### config.mk
export PLATFORM = sky130hd
export DESIGN_NAME = lex_fp_compare
export DESIGN_NICKNAME = d
export VERILOG_FILES = /design/src/rtl/lex_fp_compare.sv
export SDC_FILE = /design/constraint.sdc
export NUM_CORES = 1
export LEC_CHECK = 0
export ABC_AREA = 1
export BUFFER_PORTS_ARGS = -buffer_cell sky130_fd_sc_hd__buf_2
export CAP_MARGIN = 25
export CORE_MARGIN = 2
export CORE_UTILIZATION = 54
export CTS_BUF_LIST = sky130_fd_sc_hd__clkbuf_4 sky130_fd_sc_hd__clkbuf_8 sky130_fd_sc_hd__clkbuf_16
export CTS_CLUSTER_DIAMETER = 60
export CTS_CLUSTER_SIZE = 16
export DETAILED_ROUTE_END_ITERATION = 8
export HOLD_SLACK_MARGIN = 0.05
export PLACE_DENSITY = 0.84
export SLEW_MARGIN = 40
export SYNTH_ARGS = -nofsm -noshare
export SYNTH_HDL_FRONTEND = slang
export SYNTH_SLANG_ARGS = --single-unit
export TNS_END_PERCENT = 5
### constraint.sdc
create_clock -name clk -period 2.65 [get_ports clk]
set_clock_uncertainty 0.05 [all_clocks]
set_input_delay 0.1325 -clock clk [delete_from_list [all_inputs] [get_ports clk]]
set_output_delay 0.1325 -clock clk [all_outputs]
set_load 0.05 [all_outputs]
### src/rtl/lex_fp_compare.sv
module lex_fp_compare #(
  parameter int  SP_EXP  = 8,
  parameter int  SP_W    = 32,
  parameter int  DP_EXP  = 11,
  parameter int  DP_W    = 64,
  parameter bit  REG_OUT = 1'b1
) (
  input  logic            clk,
  input  logic            rst_n,
  input  logic            dbl_sel,
  input  logic [DP_W-1:0] opa,
  input  logic [DP_W-1:0] opb,
  output logic [1:0]      code
);
  localparam int SP_FRAC = SP_W - 1 - SP_EXP;
  localparam int DP_FRAC = DP_W - 1 - DP_EXP;

  logic sp_a_nan, sp_b_nan, dp_a_nan, dp_b_nan;
  assign sp_a_nan = (&opa[SP_W-2 -: SP_EXP]) && (|opa[SP_FRAC-1:0]);
  assign sp_b_nan = (&opb[SP_W-2 -: SP_EXP]) && (|opb[SP_FRAC-1:0]);
  assign dp_a_nan = (&opa[DP_W-2 -: DP_EXP]) && (|opa[DP_FRAC-1:0]);
  assign dp_b_nan = (&opb[DP_W-2 -: DP_EXP]) && (|opb[DP_FRAC-1:0]);

  // sign-magnitude mapped onto an unsigned key; -0 lands just below +0
  logic [SP_W-1:0] sp_ka, sp_kb;
  logic [DP_W-1:0] dp_ka, dp_kb;
  assign sp_ka = opa[SP_W-1] ? ~opa[SP_W-1:0] : {1'b1, opa[SP_W-2:0]};
  assign sp_kb = opb[SP_W-1] ? ~opb[SP_W-1:0] : {1'b1, opb[SP_W-2:0]};
  assign dp_ka = opa[DP_W-1] ? ~opa : {1'b1, opa[DP_W-2:0]};
  assign dp_kb = opb[DP_W-1] ? ~opb : {1'b1, opb[DP_W-2:0]};

  logic a_nan, b_nan, below;
  assign a_nan = dbl_sel ? dp_a_nan : sp_a_nan;
  assign b_nan = dbl_sel ? dp_b_nan : sp_b_nan;
  assign below = dbl_sel ? (dp_ka < dp_kb) : (sp_ka < sp_kb);

  logic [1:0] code_c;
  assign code_c = b_nan ? 2'd3 : a_nan ? 2'd2 : {1'b0, below};

  generate
    if (REG_OUT) begin : g_reg
      logic [1:0] code_q;
      always_ff @(posedge clk) begin
        if (!rst_n) code_q <= 2'd0;
        else        code_q <= code_c;
      end
      assign code = code_q;

      a_r1_b_nan_three: assert property (@(posedge clk) disable iff (!rst_n)
        (!dbl_sel && (&opb[30:23]) && (|opb[22:0])) |=> code == 2'd3);
      a_r2_a_nan_two: assert property (@(posedge clk) disable iff (!rst_n)
        (dbl_sel && (&opa[62:52]) && (|opa[51:0]) && !((&opb[62:52]) && (|opb[51:0])))
        |=> code == 2'd2);
      a_r5_identical_zero: assert property (@(posedge clk) disable iff (!rst_n)
        (!dbl_sel && opa[31:0] == opb[31:0] && !((&opb[30:23]) && (|opb[22:0])))
        |=> code == 2'd0);
      a_r6_negzero_below: assert property (@(posedge clk) disable iff (!rst_n)
        (!dbl_sel && opa[31:0] == 32'h8000_0000 && opb[31:0] == 32'h0) |=> code == 2'd1);
    end else begin : g_comb
      assign code = code_c;
    end
  endgenerate
endmodule

==> metrics.md, run 1 <==
| Metric | Value |
|---|---|
| Number of synthesized flops with an enable pin | 0 |
| Clock sink count | 2 |
| Setup TNS | 0 ns |
| Core Box Area | 7727 µm² |
| Crit-path max cell delay | 0.32 ns |
| Nets | 942 |
| Area growth syn-to-layout | 19.39% |
| Net Sw Frac | 0.5078 |
| Post-Synth Adder-Cell Area | 0.2787 |
| FP Rows | 32 |
| 1st-pass router iterations | 4 |
| Die Wd | roughly 93 µm |
| WL/cell | 14.30 µm |
| Post-CTS setup buffers | 0 |
| Ant diodes | 0 |
| CP cell instances | buf_4, buf_12, xor2_1, ha_1, a21oi_1, nor2_1, a211oi_1, nand2_1, nand2_1, nand2_1, nand2_1, nand2_1, nand2_1, nand2_1, nand2_1, nand2_1, a21oi_1 |
| Mux cell area share after synthesis | 0 |
| Shortest period the worst path allows | 2.142 ns |
| Post-synth top area cell | ha_1 |
| Synth cell types | 30 |
| Post-CTS Resized | 0 |
| ANT nets after route | 0 |
| Worst Path Buf+Inv | 2 |
| Sw power | approximately 0.00065 W |
| CTS Buffer Depth | 2 |
| DRC viols | 0 |
| Type of origin of the critical path | input pin |
| Max VDD drop | around 0.00011 V |
| H-tree levels | 1 |
| Initial core utilization | 0.5578 |
| Largest fanout on the critical path | 31 |
| Comb power frac | 0.877 |
| Most frequent cells in the layout | buf_2, ha_1, xnor2_1, xor2_1, nand2_1 |
| MaxCap Viol Count | 0 |
| Input/output buffers | 132 |
| Most frequent CP cell | nand2_1 |
| Simple-Gate Fraction of Synth Area | 0.1881 |
| Rel. slew slack | 0.7034 |
| Fin Hold WS | 0.1238 ns |
| Synth Cell Area | 4310 µm² |
| Placed Area | 5105 µm² |
| Clock power share | 0.097 |
| Synth area leaders | ha_1, xnor2_1, xor2_1 |
| Main combinational cell family by area after synthesis | XOR/XNOR gates |
| Overall routing resource usage | 0.2631 |
| #FFs+latches synth | 2 |
| Tcrit/Tclk final | 0.8082 |
| DIE AREA | 8713 µm² |
| Max-slew violations | 0 |
| Sequential cell area fraction in the yosys report | 0.009289 |
| Commonest non-fill, non-tap cell in the layout | buf_2 |
| Via count | 4567 |
| Run status | complete, no violations |
| CP Class | input pin to flop |
| Dominant synthesized flop cell | dfxtp_1 |
| Die Ht | 93.35 µm |
| Slowest CP cell | buf_4 |
| Initial antenna violation count | 0 |
| Synth Instances | 589 |
| P_leak | 2.508 nW |
| First-pass GRT wire length | 19140 µm |
| Data required, critical path | roughly 2.8 ns |
| Fillers | 690 |
| Mapped Avg Cell Area | 7.318 µm² |
| Post-DP HPWL | 10090 µm |
| Synth async-reset ratio | 0 |
| Reg power frac | 0.026 |
| Via density | 5.604 |
| Synth top area share | 0.2787 |
| Fin. Hold Viols | 0 |
| CP top delay family | simple AND/OR/NAND/NOR gates |
| Int Power | 0.0006270 W |
| Clock transition at path regs | around 0.03 ns |
| CTS root buf | clkbuf_8 |
| Syn_nets | about 820 |
| Max reg flops | 2 |
| Design area | roughly 5100 µm² |
| Seq. cell area | 40.04 µm² |
| Hold buffers post-CTS | 0 |
| Num CTS Buffers | 3 |
| Worst slew pin tran | about 0.44 ns |
| DR iter-0 viols | 187 |
| P per Cell Area | 247.5 nW/µm² |
| Post-Route WL | between 10000 and 15000 µm |
| RSZ-0062 raised after global routing | false |
| Worst min-delay path class | input pin to flop |
| Vias in the first global route | 4449 |
| Synth Area in Compound Gates | 0.09666 |
| Critical path capture point type | flop |
| Area occupied by multi-input gates | approximately 4000 µm² |
| Largest net degree at the start of global routing | 32 |
| Final setup viols | 0 |
| Total power | 0.001274 W |
| GPL Wtd Cong | a little under 0.9 |
| Layout cells sized above 1 | 0.2216 |
| Synth warnings | 0 |
| Gr ovfl total | 0 |
| Final core utilization | 0.6660 |
| Synth Area in XOR/XNOR | 0.3718 |
| TritonCTS clock tree | built |
| FMAX | 466.9 MHz |
| Critical path arrival | 2.24 ns |
| # IOs | about 130 |
kinds of logic (layout without fill, tap and decap cells):
kind of cell	count (synthesis)	in the layout
fa+ha+maj	96	96
compound gates	75	75
simple gates	179	179
xor+xnor	183	183
flops	2	2
buf+inv	54	178
layout make-up:
class / count / area share
Multi-Input combinational cell: 533 / 0.7834
Timing Repair Buffer: 143 / 0.1527
Tap cell: 102 / 0.02480
Inverter: 32 / 0.02334
Clock buffer: 3 / 0.008023
Sequential cell: 2 / 0.007780
through the flow:
stage,worst slack [ns],std cells
after floorplan,0.7190,589
after global placement,0.3085,812
after detailed placement,0.2842,812
after CTS,0.4934,815
after global routing,0.2593,815
final,0.5081,815
power by group through the flow:
stage	sequential (W)	clock (W)	combinational, W
floorplan	0.0000395	0	0.000748
global placement	0.0000329	0	0.00104
global route	0.0000327	0.000124	0.00127
finish	0.0000325	0.000124	0.00112
CTS	0.0000325	0.000124	0.00111
detailed placement	0.0000329	0	0.00111
final timing paths:
kind | from | to | slack (ns) | cells past startpoint
worst max-delay path | opa[63] | code[0] | 0.51 | 17
worst min-delay path | rst_n | code[1] | 0.12 | 3
cell usage after synthesis, types with 3 or more instances:
library cell,n
ha_1,96
xnor2_1,92
xor2_1,91
nand2_1,80
a21oi_1,46
nor2_1,34
nor4_1,23
buf_2,20
inv_1,20
nand4_1,19
nand3_1,15
inv_2,12
o21ai_0,8
nor3_1,5
o21ai_1,5
o31ai_1,4
o211ai_1,3
layer usage:
layer	wire length (µm)	vias up	share of wire	GRT usage
li1	-	2274	-	-
met1	5024	2145	0.43	0.3245
met2	5876	125	0.50	0.4940
met3	538	23	0.046	0.01934
met4	214	0	0.018	0.05760
met5	0	-	0	0
(Power assumes the default switching activity.)
==> inputs of run 2 (changes only) <==
clock period = 2.25 ns   (was 2.65 ns; I/O delays follow)
==> metrics.md, run 2 (same netlist as run 1, synthesis figures left out) <==
| Metric | Value |
|---|---|
| Run status | complete, no violations |
| Layout cells sized above 1 | 0.2230 |
| Largest net degree at the start of global routing | 35 |
| Rel. slew slack | 0.6774 |
| TritonCTS clock tree | built |
| WL/cell | 14.62 µm |
| Clock sink count | 2 |
| Total power | 0.001514 W |
| Setup TNS | 0 ns |
| 1st-pass router iterations | 4 |
| Final instance count without filler cells | 815 |
| Worst slew pin tran | 0.4794 ns |
| Core Box Area | 7727 µm² |
| P_leak | 2.518 nW |
| Worst min-delay path class | input pin to flop |
| Input/output buffers | 132 |
| FP Rows | 32 |
| Hold depth | 3 |
| CTS root buf | clkbuf_8 |
| First-pass GRT wire length | 19760 µm |
| Fin. Hold Viols | 0 |
| Min-Delay Endpoint | code[1] |
| Max reg flops | 2 |
| Critical path arrival | roughly 2.1 ns |
| Data required, critical path | ~2.4 ns |
| Num CTS Buffers | 3 |
| Initial antenna violation count | 0 |
| CTS Buffer Depth | 2 |
| Clock transition at path regs | roughly 0.03 ns |
| MaxCap Viol Count | 0 |
| Area growth syn-to-layout | 20.12% |
| Nets | 942 |
| Seq. cell area | 40.04 µm² |
| RSZ-0062 raised after global routing | false |
| Via count | 4547 |
| Tcrit/Tclk final | 0.8860 |
| DRC viols | 0 |
| Fillers | 695 |
| DIE AREA | 8713 µm² |
| Initial core utilization | 0.5578 |
| Die Ht | slightly above 90 µm |
| Vias in the first global route | 4545 |
| Fin Hold WS | 0.09629 ns |
| FMAX | 501.6 MHz |
| GPL Wtd Cong | 0.9090 |
| # IOs | 133 |
| Overall routing resource usage | 0.2734 |
| Final core utilization | 0.6700 |
| Max-slew violations | 0 |
| Critical path capture point type | flop |
| Hold buffers post-CTS | 0 |
| Area occupied by multi-input gates | 4038 µm² |
| Largest fanout on the critical path | 25 |
| Final setup viols | 0 |
| Post-DP HPWL | 10330 µm |
| Ant diodes | 0 |
| Via density | around 5.6 |
| P per Cell Area | 292.4 nW/µm² |
| Type of origin of the critical path | input pin |
| DP Cell Count | between 800 and 900 |
| Die Wd | 93.35 µm |
| CP Class | input pin to flop |
| ANT nets after route | 0 |
| Most frequent cells in the layout | buf_2, ha_1, xnor2_1, xor2_1, nand2_1 |
| Max VDD drop | 0.0001304 V |
| Hold Crit Start | rst_n |
| Shortest period the worst path allows | around 2 ns |
| H-tree levels | 1 |
| Post-Route WL | 11920 µm |
| Commonest non-fill, non-tap cell in the layout | buf_2 |
| DR iter-0 viols | 160 |
| Gr ovfl total | 0 |
==> run 2: cell count changes in the layout (fill, tap and decap cells not counted) <==
cell	change
buf_12	+2
nor4_2	+1
buf_4	-2
nor4_1	-1
==> run 2: metal layers <==
layer / global-route usage / share of wire
met1: 0.3333 / 0.42
met2: 0.5042 / 0.50
met3: 0.01612 / 0.053
met4: 0.09436 / 0.028
met5: 0 / 0
==> run 2: worst max-delay path by stage <==
stage            start      end  slack [ns]  cells past startpoint
2_1_floorplan  opa[31]  code[0]        0.34                     14
3_5_place_dp   opa[31]  code[0]        0.07                     13
3_3_place_gp   opb[63]  code[0]        0.09                     17
5_1_grt        opb[63]  code[0]        0.02                     15
6_report       opb[63]  code[0]        0.26                     17
4_1_cts        opb[63]  code[0]        0.28                     17
==> run 2: power by group <==
group	total [W]	internal, W	switching (W)
combinational	0.00133	0.000592	0.000736
clock	0.000147	0.000114	0.0000330
sequential	0.0000393	0.0000380	0.00000132
total	0.00151	0.000744	0.000770
==> run 2: worst max-delay path, cell delays in order <==
cell and delay, ns:
buf_4 0.25, buf_12 0.24, xnor2_1 0.15, ha_1 0.26
a21oi_1 0.14, nor2_1 0.05, a211oi_1 0.17, nand2_1 0.11
nand2_1 0.07, nand2_1 0.05, nand2_1 0.05, nand2_1 0.07
nand2_1 0.07, nand2_1 0.04, nand2_1 0.05, nand2_1 0.05
a21oi_1 0.13
==> run 2: metrics by stage <==
stage,area (µm²),setup WS (ns)
after global placement,5130,0.08601
after detailed placement,5130,0.07199
final,5177,0.2565
after floorplan,4310,0.3390
after global routing,5177,0.02288
after CTS,5171,0.2826
==> run 2: what timing repair did <==
item | 4_1_cts | 5_1_grt
buffers inserted | 0 | 0
hold endpoints to repair | 0 | 0
endpoints found under the setup margin | 0 | 1
gates resized for setup | 0 | 1
==> run 2: cell type report <==
cell class / count / area share
Clock buffer: 3 / 0.007975
Tap cell: 102 / 0.02465
Sequential cell: 2 / 0.007733
Multi-Input combinational cell: 533 / 0.7798
Inverter: 32 / 0.02320
Timing Repair Buffer: 143 / 0.1566
